<file path="config.mk">
export PLATFORM = sky130hd
export DESIGN_NAME = irq_nest_ctrl
export DESIGN_NICKNAME = d
export VERILOG_FILES = /design/src/rtl/irq_nest_pkg.sv /design/src/rtl/irq_rst_sync.sv /design/src/rtl/irq_prio_reg.sv /design/src/rtl/irq_arbiter.sv /design/src/rtl/isr_nest_stack.sv /design/src/rtl/irq_nest_ctrl.sv
export SDC_FILE = /design/constraint.sdc
export NUM_CORES = 1
export LEC_CHECK = 0
export BUFFER_PORTS_ARGS = -buffer_cell sky130_fd_sc_hd__buf_2
export CORE_MARGIN = 2
export CORE_UTILIZATION = 40
export DETAILED_ROUTE_END_ITERATION = 6
export PLACE_DENSITY = 0.7
export SETUP_SLACK_MARGIN = 0.05
export SYNTH_ARGS = -nofsm -noshare
export SYNTH_HDL_FRONTEND = slang
export SYNTH_SLANG_ARGS = --single-unit
</file>
<file path="constraint.sdc">
create_clock -name clk -period 1 [get_ports clk]
set_input_delay 0.2 -clock clk [delete_from_list [all_inputs] [get_ports clk]]
set_output_delay 0.2 -clock clk [all_outputs]
set_load 0.02 [all_outputs]
</file>
<file path="src/rtl/irq_nest_pkg.sv">
package irq_nest_pkg;
  localparam int NUM_SRC = 6;
  localparam int PRIO_W  = NUM_SRC - 1;
  localparam int IDX_W   = $clog2(NUM_SRC);
  localparam int NUM_LVL = 3;
  localparam int LVL_W   = $clog2(NUM_LVL + 1);

  typedef enum logic [LVL_W-1:0] {
    LVL_NONE = 2'd0,
    LVL_LOW  = 2'd1,
    LVL_HIGH = 2'd2,
    LVL_PFW  = 2'd3
  } lvl_e;
endpackage

</file>
<file path="src/rtl/irq_rst_sync.sv">
module irq_rst_sync #(
  parameter int STAGES = 2
) (
  input  logic clk,
  input  logic rst_n_in,
  output logic rst_n_out
);
  logic [STAGES-1:0] sync_q;
  logic [STAGES-1:0] sync_d;

  always_comb begin
    sync_d = {sync_q[STAGES-2:0], 1'b1};
  end

  always_ff @(posedge clk or negedge rst_n_in) begin
    if (!rst_n_in) sync_q <= '0;
    else           sync_q <= sync_d;
  end

  assign rst_n_out = sync_q[STAGES-1];
endmodule

</file>
<file path="src/rtl/irq_prio_reg.sv">
module irq_prio_reg #(
  parameter int W = 5
) (
  input  logic         clk,
  input  logic         rst_n,
  input  logic         wr_en,
  input  logic [W-1:0] wdata,
  output logic [W-1:0] q
);
  logic [W-1:0] q_r;
  logic [W-1:0] q_d;

  always_comb begin
    q_d = wdata;
  end

  always_ff @(posedge clk or negedge rst_n) begin
    if (!rst_n)     q_r <= '0;
    else if (wr_en) q_r <= q_d;
  end

  assign q = q_r;
endmodule

</file>
<file path="src/rtl/irq_arbiter.sv">
module irq_arbiter
  import irq_nest_pkg::*;
(
  input  logic [NUM_SRC-1:0] pend,
  input  logic [NUM_SRC-1:0] src_en,
  input  logic               glb_en,
  input  logic [PRIO_W-1:0]  prio,
  input  lvl_e               cur_lvl,
  output logic               grant,
  output logic [IDX_W-1:0]   grant_idx,
  output lvl_e               grant_lvl
);
  lvl_e               src_lvl [NUM_SRC];
  logic [NUM_SRC-1:0] elig;

  // Source 0 is fixed on the top level; the rest take their level from one register bit.
  for (genvar g = 0; g < NUM_SRC; g++) begin : g_src
    if (g == 0) begin : g_fixed
      assign src_lvl[g] = LVL_PFW;
    end else begin : g_prog
      assign src_lvl[g] = prio[g-1] ? LVL_HIGH : LVL_LOW;
    end
    assign elig[g] = pend[g] & src_en[g] & glb_en & (src_lvl[g] > cur_lvl);
  end

  // A strict comparison keeps the lowest index when two sources share a level.
  always_comb begin
    grant_lvl = LVL_NONE;
    grant_idx = '0;
    for (int i = 0; i < NUM_SRC; i++) begin
      if (elig[i] && (src_lvl[i] > grant_lvl)) begin
        grant_lvl = src_lvl[i];
        grant_idx = IDX_W'(i);
      end
    end
    grant = (grant_lvl != LVL_NONE);
  end
endmodule

</file>
<file path="src/rtl/isr_nest_stack.sv">
module isr_nest_stack
  import irq_nest_pkg::*;
(
  input  logic clk,
  input  logic rst_n,
  input  logic reti,
  input  logic grant,
  input  lvl_e grant_lvl,
  output lvl_e svc_lvl
);
  logic [NUM_LVL-1:0] isf_q;
  logic [NUM_LVL-1:0] isf_d;
  logic [NUM_LVL-1:0] top_oh;
  logic [NUM_LVL-1:0] set_oh;
  logic               upd;

  // One-hot marker of the innermost (highest) level in service.
  always_comb begin
    top_oh = '0;
    for (int i = NUM_LVL - 1; i >= 0; i--) begin
      if (isf_q[i] && (top_oh == '0)) top_oh[i] = 1'b1;
    end
  end

  for (genvar g = 0; g < NUM_LVL; g++) begin : g_set
    assign set_oh[g] = grant && (LVL_W'(grant_lvl) == LVL_W'(g + 1));
  end

  // Retire the level that was highest before this edge, then mark the new grant.
  always_comb begin
    isf_d = (isf_q & ~(reti ? top_oh : '0)) | set_oh;
    upd   = reti | grant;
  end

  always_ff @(posedge clk or negedge rst_n) begin
    if (!rst_n)   isf_q <= '0;
    else if (upd) isf_q <= isf_d;
  end

  always_comb begin
    svc_lvl = LVL_NONE;
    for (int i = 0; i < NUM_LVL; i++) begin
      if (isf_q[i]) svc_lvl = lvl_e'(LVL_W'(i + 1));
    end
  end
endmodule

</file>
<file path="src/rtl/irq_nest_ctrl.sv">
module irq_nest_ctrl
  import irq_nest_pkg::*;
(
  input  logic               clk,
  input  logic               rst_n,
  input  logic               glb_en,
  input  logic [NUM_SRC-1:0] src_en,
  input  logic               pfw_flag,
  input  logic               ext0_flag,
  input  logic               tmr0_flag,
  input  logic               ext1_flag,
  input  logic               tmr1_flag,
  input  logic               rx_flag,
  input  logic               tx_flag,
  input  logic               reti,
  input  logic               prio_wr,
  input  logic [PRIO_W-1:0]  prio_wdata,
  output logic [PRIO_W-1:0]  prio_rdata,
  output logic               ack,
  output logic [IDX_W-1:0]   vec_idx,
  output logic [LVL_W-1:0]   svc_level
);
  logic               rst_n_s;
  logic [NUM_SRC-1:0] pend;
  logic [PRIO_W-1:0]  prio_q;
  lvl_e               svc_lvl;
  logic               grant;
  logic [IDX_W-1:0]   grant_idx;
  lvl_e               grant_lvl;
  logic               ack_q, ack_d;
  logic [IDX_W-1:0]   vec_q, vec_d;

  irq_rst_sync #(.STAGES(2)) u_rst (
    .clk       (clk),
    .rst_n_in  (rst_n),
    .rst_n_out (rst_n_s)
  );

  // Pending vector, indexed by vector number.
  assign pend = {rx_flag | tx_flag, tmr1_flag, ext1_flag, tmr0_flag, ext0_flag, pfw_flag};

  irq_prio_reg #(.W(PRIO_W)) u_prio (
    .clk   (clk),
    .rst_n (rst_n_s),
    .wr_en (prio_wr),
    .wdata (prio_wdata),
    .q     (prio_q)
  );

  irq_arbiter u_arb (
    .pend      (pend),
    .src_en    (src_en),
    .glb_en    (glb_en),
    .prio      (prio_q),
    .cur_lvl   (svc_lvl),
    .grant     (grant),
    .grant_idx (grant_idx),
    .grant_lvl (grant_lvl)
  );

  isr_nest_stack u_nest (
    .clk       (clk),
    .rst_n     (rst_n_s),
    .reti      (reti),
    .grant     (grant),
    .grant_lvl (grant_lvl),
    .svc_lvl   (svc_lvl)
  );

  always_comb begin
    ack_d = grant;
    vec_d = grant ? grant_idx : '0;
  end

  always_ff @(posedge clk or negedge rst_n_s) begin
    if (!rst_n_s) begin
      ack_q <= 1'b0;
      vec_q <= '0;
    end else begin
      ack_q <= ack_d;
      vec_q <= vec_d;
    end
  end

  assign prio_rdata = prio_q;
  assign ack        = ack_q;
  assign vec_idx    = vec_q;
  assign svc_level  = LVL_W'(svc_lvl);
endmodule

</file>
==> impl_metrics.tcl <==
set metrics [dict create \
    cp_slowest_cell "or4_4" \
    crit_path_max_fanout 4 \
    slew_viol_final 0 \
    via_per_inst 5.42 \
    nets 252 \
    drive_gt1_frac 0.621 \
    die-area_mm2 0.00338 \
    final.setup_skew_ns 0.000601 \
    detail-route-antenna-nets 0 \
    drc 0 \
    critPathKind "reg -> reg" \
    setup_slack_ns -4.23 \
    cts_root_buffer "clkbuf_4" \
    fin_setup_tns_ns -31.59 \
    holdPathStages 3 \
    synth_area_mm2 0.00117 \
    cts_tree "built" \
    nFillCells 177 \
    power_density_mw_per_mm2 2080 \
    grt_first_pass_wirelength_um 5590 \
    dr.pass1.iters 4 \
    yosysWarnings 0 \
    status "complete, but fails checks" \
    dp_hpwl_um 2650 \
    start_kind "register" \
    die_w_um 58.1 \
    fin_crit_sh 5.23 \
    maxCapViolations 0 \
    clk_pin_slew_ns 0.08 \
    grt_pass1_vias 1294 \
    min_path_type "in -> reg" \
    fin_crit_ns 5.23 \
    dieHeight_um 58.1 \
    antenna_found_initial 0 \
    antennaDiodeCount 0 \
    numCtsBuffers 3 \
    synth_cells 123 \
    grt_setup_unrepaired "yes" \
    gp_congestion 0.853 \
    ios 34 \
    report.final.setup_viol 18 \
    worst_ep_arrival_time_ns 5.38 \
    synthesis.nets 163 \
    io_buffer_count 33 \
    max_stage_delay_ns 0.57 \
    worstPathRequired_ns 1.15 \
    synth-edff-count 0 \
    p_leak_nw 1.01 \
    ys_types 42 \
    overflow 0 \
    synth_seq_cells 14 \
    violations "negative setup slack" \
    cp.depth 28 \
    final_cell_mix "buf_4, buf_2, buf_6, ha_1, nand2_1" \
    initial_core_util 0.422 \
    drt_iter0_drc 22 \
    dp_slack_ns -4.20 \
    hold_violations 0 \
    syn-mean-instance-area_um2 9.53 \
    clock_latency_ns 0.27 \
    grt_usage 0.217 \
    ys.flop_type "dfrtp_1" \
    clk_path_buf_depth 2 \
    wl_per_cell_um 16.2 \
    htree_levels 1 \
    reg2reg_depth 28 \
    max_freq_ghz 0.191 \
    area_growth_pct 71.5 \
    layout_commonest_cell "buf_4" \
    cpLargestDelayFamily "simple AND/OR/NAND/NOR gates" \
    max-vdd-ir-drop_mv 1.93 \
    worst-path-buf-inv 1 \
    core_mm2 0.00278 \
    synth_seq_area_share 0.299 \
    timing.critical_path.mode_cell "nand2_1" \
    rows 19 \
    vias 1311 \
    cts.sinks 14 \
    synthArstFlopShare 1.00 \
    wl_um 3930 \
    grt_start_max_net_pins 13 \
    end_kind "register" \
]
## report_power, final
part           total, mW  internal, mW  switching [mW]
clock              0.396         0.221           0.175
combinational       2.96          1.55            1.40
sequential         0.821         0.694           0.127
## cell type report
type / count / area (um^2) / area share
timing repair buffer: 85 / 666 / 0.331
multi-input combinational: 97 / 871 / 0.433
clock buffer: 4 / 36.3 / 0.0180
sequential: 14 / 355 / 0.177
inverter: 11 / 43.8 / 0.0218
tap: 31 / 38.8 / 0.0193
## cell usage after synthesis, types with 2 or more instances
master    instances  area share
ha_1             17        0.18
dfrtp_1          14        0.30
nand2_1          14       0.045
inv_1            11       0.035
nor2_1            8       0.026
a21oi_1           6       0.026
o21ai_0           6       0.026
a21o_1            3       0.019
a22o_1            3       0.022
mux2_2            3       0.029
nor2b_1           3       0.016
and3_2            2       0.013
maj3_1            2       0.017
nand2b_1          2       0.011
nand3_1           2      0.0085
## routing by layer
metal | share of wire | vias to the layer above | global-route usage
met5 | 0 | - | 0
met4 | 0.032 | 0 | 0.110
met3 | 0.022 | 11 | 0.00893
met2 | 0.49 | 31 | 0.385
met1 | 0.46 | 644 | 0.268
li1 | - | 625 | -
## tightest hold or removal path, stage by stage
cell and delay [ns]:
buf_2 0.08, nand2_1 0.04, o21ai_0 0.06
## cell families (layout without fill, tap and decap cells)
logic type,Yosys count,in the layout,synth area share
buffers and inverters,12,100,0.0384
DFF,14,14,0.299
muxes,4,4,0.0406
adders and majority gates,20,20,0.208
other,1,1,0.00320
AOI/OAI and AO/OA,33,33,0.237
and+or+nand+nor,39,39,0.174
## per-stage QoR
step,instances,instance area (um^2),util,hold WS (ns),total power [mW]
finish,242,2010,0.723,0.142,4.17
detailed placement,218,1650,0.594,-0.0138,3.12
global route,242,2010,0.723,0.151,4.47
global placement,218,1650,0.594,-0.0150,3.01
floorplan,123,1210,-,-0.0956,2.24
CTS,227,1830,0.659,0.134,3.84
## registers in the layout (all words and copies together) (netlist names)
register,flops
u_prio.q,5
ack,1
u_rst.sync_q,2
u_nest.isf_q,3
vec_idx,3
## path summary, 6_finish.rpt
check / from / slack (ns) / endpoint
worst max-delay path: u_nest.isf_q[2] / -4.23 / u_nest.isf_q[0]
worst min-delay path: prio_wdata[0] / 0.14 / u_prio.q[0]
worst max register to register: u_nest.isf_q[2] / -4.23 / u_nest.isf_q[0]
worst min register to register: u_rst.sync_q[1] / 0.19 / u_prio.q[3]
max in group asynchronous: u_rst.sync_q[1] / 0.46 / u_prio.q[0]
min in group asynchronous: u_rst.sync_q[1] / 0.19 / u_prio.q[3]
## repair_timing
item,4_1_cts,5_1_grt
hold buffers,1,0
pin swaps,4,1
hold endpoints to repair,2,0
setup endpoints to repair,22,22
gates resized for setup,34,20
buffers inserted,4,18
Note: power is estimated with default switching activity, not from simulation.
